<file path="src/rtl/abu_pkg.sv">
package abu_pkg;
  localparam int BYTE_W = 8;
  localparam int ADDR_W = 2 * BYTE_W;
  localparam int SEL_W  = 2;

  typedef enum logic [SEL_W-1:0] {
    SEL_CTRL = 2'd0,
    SEL_HI   = 2'd1,
    SEL_LO   = 2'd2,
    SEL_WST  = 2'd3
  } reg_sel_e;

  localparam int BIT_EN  = 7;
  localparam int BIT_ACT = 6;
  localparam int BIT_BW  = 0;
endpackage

</file>
<file path="src/rtl/abu_rst_sync.sv">
module abu_rst_sync #(
  parameter int STAGES = 2
) (
  input  logic clk,
  input  logic rst_n_in,
  output logic rst_n_out
);
  logic [STAGES-1:0] sync_q;

  always_ff @(posedge clk or negedge rst_n_in) begin
    if (!rst_n_in) sync_q <= '0;
    else           sync_q <= {sync_q[STAGES-2:0], 1'b1};
  end

  assign rst_n_out = sync_q[STAGES-1];
endmodule

</file>
<file path="src/rtl/abu_cmp.sv">
module abu_cmp #(
  parameter int ADDR_W = 16,
  parameter int LANE_W = 8
) (
  input  logic [ADDR_W-1:0] addr,
  input  logic [ADDR_W-1:0] bkpt,
  input  logic              enable,
  input  logic              stop_mode,
  output logic              hit
);
  localparam int NLANES = ADDR_W / LANE_W;

  logic [NLANES-1:0] lane_eq;

  for (genvar g = 0; g < NLANES; g++) begin : g_lane
    assign lane_eq[g] = (addr[g*LANE_W +: LANE_W] == bkpt[g*LANE_W +: LANE_W]);
  end

  // Comparator is gated off completely in stop mode.
  assign hit = enable & ~stop_mode & (&lane_eq);
endmodule

</file>
<file path="src/rtl/abu_regs.sv">
module abu_regs
  import abu_pkg::*;
(
  input  logic              clk,
  input  logic              rst_n,
  input  logic              reg_wr,
  input  logic [SEL_W-1:0]  reg_sel,
  input  logic [BYTE_W-1:0] reg_wdata,
  input  logic              hit,
  input  logic              wait_mode,
  output logic [ADDR_W-1:0] bkpt,
  output logic              en,
  output logic              active,
  output logic              bwait,
  output logic [BYTE_W-1:0] reg_rdata
);
  logic [BYTE_W-1:0] hi_q, lo_q;
  logic              en_q, act_q, bw_q;
  logic              en_d, act_d, bw_d;
  logic              wr_ctrl, wr_hi, wr_lo, wr_wst;
  logic              brk_set;

  // Write decode, used as clock enables.
  always_comb begin
    wr_ctrl = reg_wr && (reg_sel == SEL_CTRL);
    wr_hi   = reg_wr && (reg_sel == SEL_HI);
    wr_lo   = reg_wr && (reg_sel == SEL_LO);
    wr_wst  = reg_wr && (reg_sel == SEL_WST);
  end

  // Next-state logic. A hardware set takes priority over a software clear.
  always_comb begin
    brk_set = hit | (wr_ctrl & reg_wdata[BIT_ACT]);
    en_d    = wr_ctrl ? reg_wdata[BIT_EN] : en_q;
    act_d   = brk_set | (act_q & ~wr_ctrl);
    bw_d    = (brk_set & wait_mode) | (bw_q & ~(wr_wst & ~reg_wdata[BIT_BW]));
  end

  always_ff @(posedge clk or negedge rst_n) begin
    if (!rst_n) begin
      hi_q <= '0;
      lo_q <= '0;
    end else begin
      if (wr_hi) hi_q <= reg_wdata;
      if (wr_lo) lo_q <= reg_wdata;
    end
  end

  always_ff @(posedge clk or negedge rst_n) begin
    if (!rst_n) begin
      en_q  <= 1'b0;
      act_q <= 1'b0;
      bw_q  <= 1'b0;
    end else begin
      en_q  <= en_d;
      act_q <= act_d;
      bw_q  <= bw_d;
    end
  end

  // Read mux.
  always_comb begin
    reg_rdata = '0;
    unique case (reg_sel)
      SEL_CTRL: begin
        reg_rdata[BIT_EN]  = en_q;
        reg_rdata[BIT_ACT] = act_q;
      end
      SEL_HI:  reg_rdata = hi_q;
      SEL_LO:  reg_rdata = lo_q;
      SEL_WST: reg_rdata[BIT_BW] = bw_q;
      default: reg_rdata = '0;
    endcase
  end

  assign bkpt   = {hi_q, lo_q};
  assign en     = en_q;
  assign active = act_q;
  assign bwait  = bw_q;
endmodule

</file>
<file path="src/rtl/addr_break_unit.sv">
module addr_break_unit
  import abu_pkg::*;
(
  input  logic              clk,
  input  logic              rst_n,
  input  logic [15:0]       cpu_addr,
  input  logic              wait_mode,
  input  logic              stop_mode,
  input  logic              reg_wr,
  input  logic [1:0]        reg_sel,
  input  logic [7:0]        reg_wdata,
  output logic [7:0]        reg_rdata,
  output logic              brk_irq,
  output logic              brk_wait
);
  logic              rst_sync_n;
  logic [ADDR_W-1:0] bkpt;
  logic              en;
  logic              active;
  logic              bwait;
  logic              hit;

  abu_rst_sync #(.STAGES(2)) u_rst (
    .clk       (clk),
    .rst_n_in  (rst_n),
    .rst_n_out (rst_sync_n)
  );

  abu_cmp #(.ADDR_W(ADDR_W), .LANE_W(BYTE_W)) u_cmp (
    .addr      (cpu_addr),
    .bkpt      (bkpt),
    .enable    (en),
    .stop_mode (stop_mode),
    .hit       (hit)
  );

  abu_regs u_regs (
    .clk       (clk),
    .rst_n     (rst_sync_n),
    .reg_wr    (reg_wr),
    .reg_sel   (reg_sel),
    .reg_wdata (reg_wdata),
    .hit       (hit),
    .wait_mode (wait_mode),
    .bkpt      (bkpt),
    .en        (en),
    .active    (active),
    .bwait     (bwait),
    .reg_rdata (reg_rdata)
  );

  assign brk_irq  = active;
  assign brk_wait = bwait;
endmodule

</file>
<file path="config.mk">
export PLATFORM = sky130hd
export DESIGN_NAME = addr_break_unit
export DESIGN_NICKNAME = d
export VERILOG_FILES = /design/src/rtl/abu_pkg.sv /design/src/rtl/abu_rst_sync.sv /design/src/rtl/abu_cmp.sv /design/src/rtl/abu_regs.sv /design/src/rtl/addr_break_unit.sv
export SDC_FILE = /design/constraint.sdc
export NUM_CORES = 1
export LEC_CHECK = 0
export BUFFER_PORTS_ARGS = -buffer_cell sky130_fd_sc_hd__buf_2
export CAP_MARGIN = 10
export CORE_ASPECT_RATIO = 1.75
export CORE_UTILIZATION = 44
export DETAILED_ROUTE_END_ITERATION = 8
export GPL_ROUTABILITY_DRIVEN = 1
export GPL_TIMING_DRIVEN = 0
export PLACE_DENSITY = 0.75
export SYNTH_ARGS = -nofsm -noshare
export SYNTH_HDL_FRONTEND = slang
export SYNTH_SLANG_ARGS = --single-unit
</file>
<file path="constraint.sdc">
create_clock -name clk -period 0.9 [get_ports clk]
set_input_delay 0.09 -clock clk [delete_from_list [all_inputs] [get_ports clk]]
set_output_delay 0.09 -clock clk [all_outputs]
set_load 0.02 [all_outputs]
</file>
==> flow_metrics.env, run 1 <==
export IMPL_ios=41
export IMPL_antenna_cells=0
export IMPL_grt_pass1_wl_um=4422
export IMPL_hold_class="in2reg"
export IMPL_setup_ws_ps=-511.0
export IMPL_grt_overflow_total=0
export IMPL_worstSetupStartpoint="u_regs.hi_q[7]$_DFFE_PN0P_"
export IMPL_wl_per_cell_um=16.17
export IMPL_path_clk_slew_ps=80
export IMPL_antenna_left=0
export IMPL_clk_path_buf_depth=2
export IMPL_dieArea_sq_mm=0.002877
export IMPL_worstHoldPathCells=2
export IMPL_row_count=24
export IMPL_yosysSeqAreaShare_pct=44.92
export IMPL_cts_sinks=21
export IMPL_worstHoldStart="reg_wdata[4]"
export IMPL_synth_cells=98
export IMPL_max_cap_violations=0
export IMPL_r2r_start="u_regs.hi_q[6]$_DFFE_PN0P_"
export IMPL_portBuffers=40
export IMPL_routabilityCongestion=0.7735
export IMPL_htree_levels=1
export IMPL_crit_fanout=3
export IMPL_drt_total_wl_um=2781
export IMPL_grt_pass1_vias=943
export IMPL_syn_nets=135
export IMPL_fp_dieH_um=70.21
export IMPL_synth_top_cell_by_area="dfrtp_1"
export IMPL_dp_hpwl_um=2135
export IMPL_maxSlewViolCount=0
export IMPL_worstPathRequired_ps=810
export IMPL_clock_latency_ps=260
export IMPL_clockRootBuffer="clkbuf_8"
export IMPL_drc_errors=0
export IMPL_die_x_um=40.98
export IMPL_min_period_over_period_pct=156.8
export IMPL_final_nets=184
export IMPL_synth_most_common_cell="dfrtp_1"
export IMPL_synth_top_area_share_pct=44.92
export IMPL_fmaxAchievable_mhz=708.7
export IMPL_vias=943
export IMPL_final_util_pct=66.82
export IMPL_crit_chain="a222oi_1 > nor2_1 > buf_2"
export IMPL_cts_buffers=3
export IMPL_reg2reg_depth=4
export IMPL_ir_worst_vdd_mv=1.210
export IMPL_antenna_found_initial=0
export IMPL_failed_checks="negative setup slack"
export IMPL_coreArea_sq_mm=0.002492
export IMPL_finalClockSkew_ps=3.791
export IMPL_drive_above_1_share_pct=56.16
export IMPL_fin_hold_ws_ps=67.16
export IMPL_start_util_pct=46.94
export IMPL_yosysWarnings=0
export IMPL_holdPathEnd="u_regs.lo_q[4]$_DFFE_PN0P_"
export IMPL_hold_viol_final=0
export IMPL_synthArstFlopShare_pct=100.0
export IMPL_p_leak_nw=0.8113
export IMPL_critPathSlowestCell="dfrtp_1"
export IMPL_rsz0062_at_grt="yes"
export IMPL_status="finished with violations"
export IMPL_synth_top_flop_cell="dfrtp_1"
export IMPL_setup_worst_path_class="reg2out"
export IMPL_synthToLayoutAreaGrowth_pct=42.35
export IMPL_power_density_mw_per_mm2=1680
export IMPL_avgSynthCellArea_sq_um=11.94
export IMPL_synth_area_top_cells="dfrtp_1, mux2_2, xor2_1"
export IMPL_instances_no_fill=172
export IMPL_synth_area_sq_mm=0.001170
export IMPL_ys_top_cells_by_count="dfrtp_1, mux2_2, xor2_1"
export IMPL_synth_edf_count=0
export IMPL_first_pass_iters=4
export IMPL_crit_arrival_ps=1320
export IMPL_grt_max_degree=20
export IMPL_rrSetupSlack_ps=-480
export IMPL_grt_usage_pct=22.52
export IMPL_cts_tree="done"
export IMPL_via_per_inst=5.483
export IMPL_dp_cells=164
export IMPL_crit_family="flip-flops"
export IMPL_timing_rr_end="u_regs.bwait$_DFF_PN0_"
export IMPL_post_place_ws_ps=-462.2
export IMPL_end_kind="output port"
export IMPL_fin_crit_ps=1411
export IMPL_start_kind="flop"
export IMPL_first_iter_violations=17
export IMPL_ys_ff_latch=21
export IMPL_setup_viol=13
export IMPL_synth_distinct_cells=22
export IMPL_cp_slowest_stage_delay_ps=420
export IMPL_path_buf_inv=1
-- worst register-to-register path, cell delays in order (launching register included) --
cell	delay [ps]
dfrtp_1	430
xor2_1	150
nor4_1	290
nand3_1	180
o31ai_2	240
-- layer usage --
layer / vias up / track usage, % / wire [um]
li1: 441 / - / -
met1: 461 / 28.75 / 1113
met5: - / 0 / 0
met4: 0 / 10.00 / 45
met3: 6 / 3.175 / 147
met2: 35 / 35.42 / 1475
-- timing repair --
action / in CTS / in global routing
endpoints found under the hold margin: 2 / 0
setup endpoints to repair: 16 / 20
buffers inserted: 1 / 3
hold buffers: 1 / 0
gates resized for setup: 11 / 7
pin swaps: 5 / 5
-- per-stage QoR --
stage	setup TNS [ps]	area, sq um	power (mW)
finish	-3790	1665	2.798
global placement	-6880	1533	2.057
CTS	-3833	1633	2.771
detailed placement	-7518	1533	2.087
floorplan	-846.4	1300	1.819
global route	-4562	1665	2.968
-- final cells by class --
type                       count  area [sq um]
multi-input combinational     72         752.0
timing repair buffer          44         267.8
tap                           26         32.53
fill                         197         827.0
clock inverter                 1         5.005
clock buffer                   3         41.29
sequential                    21         528.0
buffer                         2         22.52
inverter                       3         16.27
-- kinds of logic (layout without fill, tap and decap cells) --
logic type | Yosys count | count (layout) | share of synthesized area (%)
adders and majority gates | 6 | 6 | 6.417
and+or+nand+nor | 19 | 19 | 8.983
muxes | 18 | 18 | 17.22
xor gates and xnor gates | 16 | 16 | 11.98
buffers and inverters | 5 | 53 | 1.818
AOI/OAI and AO/OA | 12 | 12 | 8.343
DFF | 21 | 21 | 44.92
other | 1 | 1 | 0.3205
-- how the worst max path moves through the flow --
| stage | endpoint | cells after the start |
|---|---|---|
| after floorplan | u_regs.bwait$_DFF_PN0_ | 4 |
| final | reg_rdata[7] | 3 |
| after global routing | reg_rdata[7] | 3 |
| after CTS | u_regs.bwait$_DFF_PN0_ | 4 |
| after global placement | u_regs.bwait$_DFF_PN0_ | 4 |
| after detailed placement | u_regs.bwait$_DFF_PN0_ | 4 |
-- where the power goes --
part | switching [mW] | internal (mW)
Clock | 0.317 | 0.308
Combinational | 0.363 | 0.507
Sequential | 0.190 | 1.11
-- cells in the final DEF (no fill, tap or decap), types with 2 or more instances in the layout --
cell / Yosys / final
buf_2: 2 / 32
dfrtp_1: 21 / 19
xor2_1: 15 / 15
mux2_4: 0 / 13
buf_6: 0 / 6
buf_4: 0 / 6
nor2b_1: 5 / 5
mux2_2: 17 / 4
ha_1: 6 / 4
a222oi_1: 3 / 3
a22oi_2: 0 / 3
clkbuf_8: 0 / 3
inv_4: 0 / 2
nor2_2: 0 / 2
a22oi_1: 5 / 2
nor4_1: 2 / 2
o21ai_0: 2 / 2
nand2_1: 5 / 2
nand2_8: 0 / 2
ha_4: 0 / 2
dfrtp_2: 0 / 2
-- registers in the layout, indices dropped and copies added (netlist names) --
| name | cells |
|---|---|
| u_regs.lo_q | 8 |
| u_rst.sync_q | 2 |
| u_regs.active | 1 |
| u_regs.hi_q | 8 |
| u_regs.bwait | 1 |
| u_regs.en | 1 |
No activity file was read; power rests on OpenSTA's default activity.
==> inputs of run 2 (changes only) <==
- SETUP_SLACK_MARGIN: default -> 0.4
==> flow_metrics.env, run 2 (synthesized netlist as in run 1, its figures left out) <==
export IMPL_cts_buffers=3
export IMPL_cts_tree="done"
export IMPL_start_kind="flop"
export IMPL_power_density_mw_per_mm2=1622
export IMPL_synthToLayoutAreaGrowth_pct=59.47
export IMPL_dieArea_sq_mm=0.002877
export IMPL_status="finished with violations"
export IMPL_grt_usage_pct=23.71
export IMPL_start_util_pct=46.94
export IMPL_max_cap_violations=0
export IMPL_vias=970
export IMPL_drt_total_wl_um=3023
export IMPL_switchingPower_uw=949.7
export IMPL_clk_path_buf_depth=2
export IMPL_wl_per_cell_um=17.27
export IMPL_coreArea_sq_mm=0.002492
export IMPL_seqPwrFrac_pct=43.2
export IMPL_failed_checks="negative setup slack"
export IMPL_clockRootBuffer="clkbuf_8"
export IMPL_fp_dieH_um=70.21
export IMPL_ios=41
export IMPL_dp_cells=164
export IMPL_antenna_cells=0
export IMPL_path_clk_slew_ps=80
export IMPL_rsz0062_at_grt="yes"
export IMPL_layout_commonest_cell="buf_2"
export IMPL_end_kind="output port"
export IMPL_hold_viol_final=0
export IMPL_antenna_left=0
export IMPL_drc_errors=0
export IMPL_setup_ws_ps=-495.7
export IMPL_cts_sinks=21
export IMPL_crit_arrival_ps=1310
export IMPL_pwr_share_comb_pct=35.9
export IMPL_finalClockSkew_ps=2.869
export IMPL_die_x_um=40.98
export IMPL_hold_class="in2reg"
export IMPL_first_iter_violations=28
export IMPL_ir_worst_vdd_mv=1.129
export IMPL_power_internal_mw=2.076
export IMPL_final_nets=187
export IMPL_total_power_mw=3.026
export IMPL_top_regs="u_regs.hi_q x8, u_regs.lo_q x8, u_rst.sync_q x2"
export IMPL_setup_worst_path_class="reg2out"
export IMPL_setup_viol=14
export IMPL_p_leak_nw=0.8954
export IMPL_grt_overflow_total=0
export IMPL_worstPathRequired_ps=810
export IMPL_tns_ps=-3965
export IMPL_fmaxAchievable_mhz=716.5
export IMPL_first_pass_iters=4
export IMPL_grt_max_degree=20
export IMPL_final_cell_mix="buf_2, dfrtp_1, mux2_4"
export IMPL_via_per_inst=5.543
export IMPL_grt_pass1_vias=1055
export IMPL_pwr_share_clk_pct=20.8
export IMPL_post_place_ws_ps=-461.4
export IMPL_maxSlewViolCount=0
export IMPL_clock_latency_ps=270
export IMPL_instances_no_fill=175
export IMPL_antenna_found_initial=0
export IMPL_htree_levels=1
export IMPL_grt_pass1_wl_um=4657
export IMPL_min_period_over_period_pct=155.1
export IMPL_crit_fanout=3
export IMPL_fin_crit_ps=1396
export IMPL_row_count=24
export IMPL_portBuffers=40
export IMPL_swShare_pct=31.39
export IMPL_dp_hpwl_um=2135
export IMPL_drive_above_1_share_pct=63.09
export IMPL_fin_hold_ws_ps=64.94
export IMPL_routabilityCongestion=0.7126
-- run 2: power groups by stage --
stage	registers (mW)	logic, mW	clock network, mW
after floorplan	1.29	0.586	0
after global placement	1.31	0.818	0
after detailed placement	1.32	0.837	0
after CTS	1.30	1.00	0.637
after global routing	1.33	1.16	0.676
final	1.31	1.09	0.630
-- run 2: final timing paths --
path / startpoint / slack (ps) / endpoint / cells past startpoint
max in group asynchronous: u_rst.sync_q[1]$_DFF_PN0_ / 470 / u_regs.active$_DFF_PN0_ / 0
worst max register to register: u_regs.hi_q[4]$_DFFE_PN0P_ / -490 / u_regs.bwait$_DFF_PN0_ / 4
worst min register to register: u_rst.sync_q[1]$_DFF_PN0_ / 200 / u_regs.lo_q[2]$_DFFE_PN0P_ / 0
worst max-delay path: u_regs.hi_q[0]$_DFFE_PN0P_ / -500 / reg_rdata[0] / 3
min in group asynchronous: rst_n / 130 / u_rst.sync_q[1]$_DFF_PN0_ / 2
worst min-delay path: reg_wdata[3] / 60 / u_regs.hi_q[3]$_DFFE_PN0P_ / 2
-- run 2: metrics by stage --
| stage | utilization (%) | cell area, sq um |
|---|---|---|
| 5_1_grt | 74.85 | 1866 |
| 2_1_floorplan | - | 1378 |
| 3_3_place_gp | 64.61 | 1610 |
| 6_report | 74.85 | 1866 |
| 3_5_place_dp | 64.61 | 1610 |
| 4_1_cts | 72.19 | 1799 |
-- run 2: layout make-up --
type	count	area, sq um
inverters	3	36.28
multi-input cells	72	823.3
repair buffers	47	356.6
clock buffers	3	41.29
fillers	168	626.9
plain buffers	2	40.04
flip-flops and latches	21	530.5
clock inverters	1	5.005
well taps	26	32.53
-- run 2: timing repair --
item / CTS / global route
resized for setup: 29 / 14
hold endpoints to repair: 2 / 0
endpoints found under the setup margin: 48 / 29
pin swaps: 8 / 5
hold buffers: 1 / 0
setup buffers: 4 / 2
-- run 2: critical path, stage by stage, from the launching register on --
cell	delay [ps]
dfrtp_1	420
a222oi_1	410
nor2_2	70
buf_6	140
-- run 2: routing by layer --
metal / GRT usage, % / up-vias / part of all wire [%]
met5: 0 / - / 0
met3: 4.762 / 4 / 3.9
li1: - / 452 / -
met4: 10.74 / 0 / 1.5
met1: 26.65 / 476 / 37
met2: 39.41 / 38 / 57
